<file path="config.mk">
export PLATFORM = sky130hd
export DESIGN_NAME = holdover_hist_ctrl
export DESIGN_NICKNAME = d
export VERILOG_FILES = /design/src/rtl/holdover_pkg.sv /design/src/rtl/hoh_qual_timer.sv /design/src/rtl/hoh_hist_reg.sv /design/src/rtl/hoh_src_mux.sv /design/src/rtl/holdover_hist_ctrl.sv
export SDC_FILE = /design/constraint.sdc
export NUM_CORES = 1
export LEC_CHECK = 0
export CELL_PAD_IN_SITES_DETAIL_PLACEMENT = 1
export CELL_PAD_IN_SITES_GLOBAL_PLACEMENT = 2
export CORE_MARGIN = 1
export CORE_UTILIZATION = 27
export DETAILED_ROUTE_END_ITERATION = 8
export GPL_TIMING_DRIVEN = 1
export PLACE_DENSITY_LB_ADDON = 0.1
export SYNTH_ARGS = -nofsm -noshare
export SYNTH_HDL_FRONTEND = slang
export SYNTH_SLANG_ARGS = --single-unit
</file>
<file path="constraint.sdc">
create_clock -name clk_i -period 4 [get_ports clk_i]
set_input_delay 0.8 -clock clk_i [delete_from_list [all_inputs] [get_ports clk_i]]
set_output_delay 0.8 -clock clk_i [all_outputs]
set_load 0.05 [all_outputs]
</file>
<file path="src/rtl/holdover_pkg.sv">
package holdover_pkg;
  typedef enum logic {
    SRC_DEVICE = 1'b0,
    SRC_USER   = 1'b1
  } hist_src_e;
endpackage

</file>
<file path="src/rtl/hoh_qual_timer.sv">
module hoh_qual_timer #(
  parameter int unsigned QUAL_TICKS = 900
) (
  input  logic clk_i,
  input  logic rst_ni,
  input  logic tick_i,
  input  logic clean_i,
  output logic qualified_o
);
  localparam int unsigned CNT_W = (QUAL_TICKS < 2) ? 1 : $clog2(QUAL_TICKS);
  localparam logic [CNT_W-1:0] LAST = CNT_W'(QUAL_TICKS - 1);

  logic [CNT_W-1:0] cnt_q, cnt_d;
  logic             qual_q, qual_d;

  always_comb begin
    cnt_d  = cnt_q;
    qual_d = qual_q;
    if (!clean_i) begin
      cnt_d  = '0;
      qual_d = 1'b0;
    end else if (tick_i && !qual_q) begin
      if (cnt_q == LAST) begin
        qual_d = 1'b1;
        cnt_d  = '0;
      end else begin
        cnt_d = cnt_q + 1'b1;
      end
    end
  end

  always_ff @(posedge clk_i or negedge rst_ni) begin
    if (!rst_ni) begin
      cnt_q  <= '0;
      qual_q <= 1'b0;
    end else begin
      cnt_q  <= cnt_d;
      qual_q <= qual_d;
    end
  end

  assign qualified_o = qual_q;
endmodule

</file>
<file path="src/rtl/hoh_hist_reg.sv">
module hoh_hist_reg #(
  parameter int unsigned W = 32
) (
  input  logic         clk_i,
  input  logic         rst_ni,
  input  logic         load_i,
  input  logic [W-1:0] data_i,
  output logic [W-1:0] hist_o,
  output logic         valid_o
);
  logic [W-1:0] hist_q, hist_d;
  logic         vld_q, vld_d;

  always_comb begin
    hist_d = hist_q;
    vld_d  = vld_q;
    if (load_i) begin
      hist_d = data_i;
      vld_d  = 1'b1;
    end
  end

  always_ff @(posedge clk_i or negedge rst_ni) begin
    if (!rst_ni) begin
      hist_q <= '0;
      vld_q  <= 1'b0;
    end else begin
      hist_q <= hist_d;
      vld_q  <= vld_d;
    end
  end

  assign hist_o  = hist_q;
  assign valid_o = vld_q;
endmodule

</file>
<file path="src/rtl/hoh_src_mux.sv">
module hoh_src_mux
  import holdover_pkg::*;
#(
  parameter int unsigned W = 32
) (
  input  hist_src_e    src_i,
  input  logic [W-1:0] dev_i,
  input  logic         dev_vld_i,
  input  logic [W-1:0] usr_i,
  input  logic         usr_vld_i,
  output logic [W-1:0] val_o,
  output logic         avail_o
);
  always_comb begin
    unique case (src_i)
      SRC_USER: begin
        val_o   = usr_i;
        avail_o = usr_vld_i;
      end
      default: begin
        val_o   = dev_i;
        avail_o = dev_vld_i;
      end
    endcase
  end
endmodule

</file>
<file path="src/rtl/holdover_hist_ctrl.sv">
module holdover_hist_ctrl
  import holdover_pkg::*;
#(
  parameter int unsigned W          = 32,
  parameter int unsigned QUAL_TICKS = 900
) (
  input  logic         clk_i,
  input  logic         rst_ni,
  input  logic         ref_locked_i,
  input  logic         sig_lost_i,
  input  logic         lock_lost_i,
  input  logic         qual_tick_i,
  input  logic [W-1:0] long_avg_i,
  input  logic         use_user_i,
  input  logic         user_wr_i,
  input  logic [W-1:0] user_wdata_i,
  output logic [W-1:0] device_hist_o,
  output logic [W-1:0] user_hist_o,
  output logic [W-1:0] holdover_val_o,
  output logic         tracking_o,
  output logic         hist_avail_o
);
  localparam int unsigned SYNC_STAGES = 2;

  logic [SYNC_STAGES-1:0] rst_pipe_q;
  logic                   rst_int_n;

  always_ff @(posedge clk_i or negedge rst_ni) begin
    if (!rst_ni) rst_pipe_q <= '0;
    else         rst_pipe_q <= {rst_pipe_q[SYNC_STAGES-2:0], 1'b1};
  end
  assign rst_int_n = rst_pipe_q[SYNC_STAGES-1];

  logic link_clean;
  logic qualified;
  logic dev_load;
  logic dev_vld, usr_vld;

  assign link_clean = ref_locked_i & ~sig_lost_i & ~lock_lost_i;
  assign dev_load   = qualified & link_clean;

  hoh_qual_timer #(.QUAL_TICKS(QUAL_TICKS)) u_timer (
    .clk_i      (clk_i),
    .rst_ni     (rst_int_n),
    .tick_i     (qual_tick_i),
    .clean_i    (link_clean),
    .qualified_o(qualified)
  );

  hoh_hist_reg #(.W(W)) u_dev_hist (
    .clk_i  (clk_i),
    .rst_ni (rst_int_n),
    .load_i (dev_load),
    .data_i (long_avg_i),
    .hist_o (device_hist_o),
    .valid_o(dev_vld)
  );

  hoh_hist_reg #(.W(W)) u_usr_hist (
    .clk_i  (clk_i),
    .rst_ni (rst_int_n),
    .load_i (user_wr_i),
    .data_i (user_wdata_i),
    .hist_o (user_hist_o),
    .valid_o(usr_vld)
  );

  hoh_src_mux #(.W(W)) u_mux (
    .src_i    (hist_src_e'(use_user_i)),
    .dev_i    (device_hist_o),
    .dev_vld_i(dev_vld),
    .usr_i    (user_hist_o),
    .usr_vld_i(usr_vld),
    .val_o    (holdover_val_o),
    .avail_o  (hist_avail_o)
  );

  assign tracking_o = qualified;
endmodule

</file>
## Yosys cells after proc, flatten, opt, wreduce, memory -nomap -nowiden

Index checks and enable logic that the tools add are counted.

| storage, ports and cells | value |
|---|---|
| input bits | 72 |
| bits in registers | 79 |
| output and inout bits | 98 |
| word-level logic and storage cells | 27 |

| cells by class | value |
|---|---|
| equal/unequal tests | 3 |
| reductions and logical operators | 3 |
| mux-type cells | 8 |
| bitwise operators | 5 |
| add/sub/neg operators | 1 |

Operator list:

| cell | count |
|---|---|
| 32-bit 2-to-1 mux | 1 |
| 10-bit 2-to-1 mux | 3 |
| 10-bit by 1-bit adder with 10-bit output, second input constant | 1 |
| 10-bit equality test, second input constant | 1 |
| 1-bit 2-to-1 mux | 4 |
| 2-bit by 1-bit != test with 1-bit output, second input constant | 2 |
| 1-bit bitwise AND | 3 |
| 1-bit inverter | 2 |
| 2-bit AND reduction | 1 |
| 1-bit logical AND | 1 |
| 1-bit logical NOT | 1 |

## Depth between registers and ports, before layout

| depth | value |
|---|---|
| depth in word-level cells | 5 |
| depth in mapped cells | 5 |
| gate-level depth less buffers | 5 |

## By module

From an unflattened synthesis, not the netlist that was laid out.

| second synthesis, totals | value |
|---|---|
| cells, all modules | 245 |
| area, all modules | 4015.1 um^2 |

Modules (own cells, without submodules):

| module | area an instance (um^2) | seq. area each (um^2) | instances | cells an instance |
|---|---|---|---|---|
| hoh_hist_reg | 1372.6 | 825.8 | 2 | 70 |
| hoh_qual_timer | 640.6 | 275.3 | 1 | 63 |
| hoh_src_mux | 555.5 | 0.0 | 1 | 37 |
| holdover_hist_ctrl | 73.8 | 50.0 | 1 | 5 |

## Worst setup path before layout

OpenSTA, ideal clock, no wires.

| path | value |
|---|---|
| path type | input to output |
| start | input port use_user_i |
| end | output port holdover_val_o[10] |
| arrival time | 1.845 ns |
| path buffers | 2 |
| setup slack | 1.355 ns |
| data required time | 3.200 ns |
| cell stages on the path | 3 |
| cell sequence | clkbuf_1 -> clkbuf_1 -> mux2_2 |

| on the way | value |
|---|---|
| word-level cells in the longest chain between the ends | 1 |

Ends and longest elaborated chain:

| element | line | text |
|---|---|---|
| start: declaration | holdover_hist_ctrl.sv:14 | `input logic use_user_i,` |
| 32-bit 2-to-1 mux | hoh_src_mux.sv:15 | `unique case (src_i)` |
| end: declaration | holdover_hist_ctrl.sv:19 | `output logic [W-1:0] holdover_val_o,` |

No other way between the ends.

## Final worst setup path

| path | value |
|---|---|
| start | input port use_user_i |
| end | output port holdover_val_o[29] |

The elaborated chain is that of the path after synthesis.

==> results.toml <==
[yosys]
synth_largest_type_area_fraction_pct = 56.9
syn_nets = 316
syn-cell-area_um2 = 3480
yosys.cell_types.count = 35
postSynthRegisterBits = 79
synth_top_flop_cell = "sky130_fd_sc_hd__dfrtp_1"
ys_async_sr_fraction_pct = 100
cell_types_with_the_largest_area_share_after_synthesis = "sky130_fd_sc_hd__dfrtp_1, sky130_fd_sc_hd__mux2_2, sky130_fd_sc_hd__xor2_1"
biggest_area_consumer_among_synthesized_cells = "sky130_fd_sc_hd__dfrtp_1"
synth_sequential_area_ratio_pct = 56.9
synthesis.instances = 243
synth_edf_count = 0
avgSynthCellArea_um2 = 14.3
yosysWarningCount = 0

[run]
maxCapViolCount = 0

[outcome]
status = "completed"

[critical_path]
worstSetupStartpointType = "input pin"
timing.setup.critical_path_class = "in -> out"
crit_arrival_ns = 2.49
worst-path-buf-inv = 3
crit_path_cell_trace = "buf_2 > buf_4 > mux2_2 > clkdlybuf4s50_1"
critPathSlowestCell = "sky130_fd_sc_hd__clkdlybuf4s50_1"
timing.critical_path.slowest_cell_delay_ns = 0.71
path_max_fanout = 14
critical-path-top-delay-family = "buffers and inverters"
worstSetupEndpointType = "output port"
crit_required_ns = 3.20

[placement]
hpwlAfterDp_mm = 7.23
finalWeightedCongestion = 0.734
placed_cells_incl_taps = 574
input_output_buffers = 169
placedInstanceArea_um2 = 5350
place_worst_setup_slack_ns = 0.697

[global_route]
antenna_found_initial = 0
largest_net_degree_at_the_start_of_global_routing = 78
grt_pass1_vias = 2885
grt_pass1_wl_mm = 16.1
grt-ovfl-total = 0
gr-usage-all-layers_pct = 16.5

[clock_tree]
cts_inserted_buffers = 9
htree_levels = 3
cts-resized-gates = 0
cts.reportedPaths.clkPinSlew_ns = 0.06
clock_latency_ns = 0.34
clk_root_buf = "sky130_fd_sc_hd__clkbuf_16"
cts.path.max_buffers = 2
cts_post_setup_buffers_inserted = 0
cts_tree = "built"
cts_hold_buffers = 0
cts_num_sinks = 79

[sta]
finalCritPeriodShare_pct = 82.3
final_max_tran_viols = 0
finalSetupTns_ns = 0
fmax_mhz = 304
final_critical_path_setup_slack_ns = 0.709
final.hold.worst_slack_ns = 0.359
finalCriticalPeriod_ns = 3.29
timing.final.hold_violations = 0
grt_setup_unrepaired = "false"
setup_viol = 0
slew_headroom_pct = 31.0
skew_ns = 0.00822
slew_of_the_pin_with_the_lowest_slew_margin_ns = 1.04

[power_and_ir_drop]
post-layout-total-power_mw = 2.20
power.ir.vdd_worst_uv = 152
power.share.switching_pct = 29.1
share_seq_of_total_power_pct = 39.8
power.density_cell_area_nw_per_um2 = 389
power.static_leakage_nw = 2.37
cell_internal_pwr_mw = 1.56
comb_power_share_pct = 22.1
power.switching_uw = 640
share_clk_of_total_power_pct = 38.1

[routing]
postRouteAntennaNets = 0
drt_pre_antenna_iters = 4
detail_route.drc_violations = 0
drt_first_iter_violations = 64
vias_per_cell = 4.53
routed_wl_mm = 10.3
num_vias = 2670
post_drt_wl_per_cell_um = 17.4

[floorplan]
die_area_um2 = 13300
die_height_um = 115
placeableCoreArea_um2 = 12600
die_width_um = 115
pin_count = 170
floorplan.initialDensity_pct = 27.7
floorplan.rows = 41

[finish]
relative_area_change_from_synthesis_to_final_layout_pct = 62.7
final_area_um2 = 5650
multi_input_comb_area_um2 = 1440
finalCoreUtilization_pct = 45.0
layout.area.seq_um2 = 1980
n_antenna_cell = 0
fin_cells = 590
drive_above_1_share_pct = 28.7
nFillCells = 1310
final_net_count = 486

[min_path]
min-delay-path-class = "reg -> reg"
[placed cells by master, fill, tap and decap left out, drive strengths merged, types with 3 or more instances in the layout]
cell | Yosys | layout
clkdlybuf4s50 | 0 | 167
mux2 | 97 | 97
dfrtp | 79 | 79
clkbuf | 8 | 13
nor2 | 11 | 11
xor2 | 5 | 5
buf | 5 | 5
o2111ai | 3 | 3
nand2 | 3 | 3
o21ai | 3 | 3
[cell usage after synthesis, types with 2 or more instances]
master	instances
sky130_fd_sc_hd__nor2_1	11
sky130_fd_sc_hd__xor2_1	5
sky130_fd_sc_hd__xnor2_1	2
sky130_fd_sc_hd__o21ai_0	2
sky130_fd_sc_hd__dfrtp_1	79
sky130_fd_sc_hd__nand3_1	2
sky130_fd_sc_hd__clkbuf_1	8
sky130_fd_sc_hd__o2111ai_1	3
sky130_fd_sc_hd__mux2_2	97
sky130_fd_sc_hd__nand4_1	2
sky130_fd_sc_hd__nand2_1	3
sky130_fd_sc_hd__or2_2	2
sky130_fd_sc_hd__nor3b_1	2
sky130_fd_sc_hd__buf_2	4
[sequential cells by signal (all words and copies together), names as in the netlist]
signal,count
rst_pipe_q,2
u_dev_hist.hist_o,32
u_dev_hist.valid_o,1
u_timer.cnt_q,10
u_timer.qualified_o,1
u_usr_hist.hist_o,32
u_usr_hist.valid_o,1
[metal layers]
layer	vias to the layer above	wire length (um)	share of wire (%)	global-route usage, %
met5	-	0	0	0
met4	0	189	1.8	7.79
met3	12	800	7.8	4.81
met2	108	4890	48	26.2
met1	1338	4380	43	20.8
li1	1212	-	-	-
[power by group through the flow]
stage | Sequential, mW | Combinational [mW] | Clock [mW]
floorplan | 0.995 | 0.174 | 0
global placement | 0.890 | 0.485 | 0
detailed placement | 0.892 | 0.488 | 0
global route | 0.882 | 0.506 | 0.903
finish | 0.874 | 0.486 | 0.838
CTS | 0.877 | 0.490 | 0.869
[final cells by class]
type	instances	area share [%]
flip-flops and latches	79	35.0
repair buffers	172	30.4
multi-input cells	150	25.4
clock buffers	13	4.60
well taps	172	3.81
clock inverters	3	0.752
inverters	1	0.0664
[worst paths after layout]
check,from,endpoint,slack (ns),cells after the start
worst min register to register,rst_pipe_q[0],rst_pipe_q[1],0.36,0
min in group asynchronous,rst_pipe_q[1],u_dev_hist.hist_o[18],0.50,0
worst max-delay path,use_user_i,holdover_val_o[29],0.71,4
worst min-delay path,rst_pipe_q[0],rst_pipe_q[1],0.36,0
worst max register to register,u_timer.cnt_q[0],u_timer.cnt_q[3],2.05,5
max in group asynchronous,rst_pipe_q[1],u_usr_hist.hist_o[21],2.80,0
[kinds of logic (layout without fill, tap and decap cells)]
logic type                 Yosys count  count (layout)  share of synthesized area, %
AOI/OAI and AO/OA                   14              14                          2.92
DFF                                 79              79                          56.9
muxes                               97              97                          31.4
xor gates and xnor gates             7               7                          1.76
adders and majority gates            1               1                         0.360
buffers and inverters               14             189                          1.87
and+or+nand+nor                     30              30                          4.68
other                                1               1                         0.108
[worst reg2reg max path, stage by stage, from the launching register on]
cell and delay [ns]:
sky130_fd_sc_hd__dfrtp_1 0.45, sky130_fd_sc_hd__ha_1 0.27, sky130_fd_sc_hd__nor3b_1 0.37, sky130_fd_sc_hd__a31oi_1 0.17, sky130_fd_sc_hd__nor2_1 0.44, sky130_fd_sc_hd__nor2_1 0.11
No activity file was read; power rests on OpenSTA's default activity.
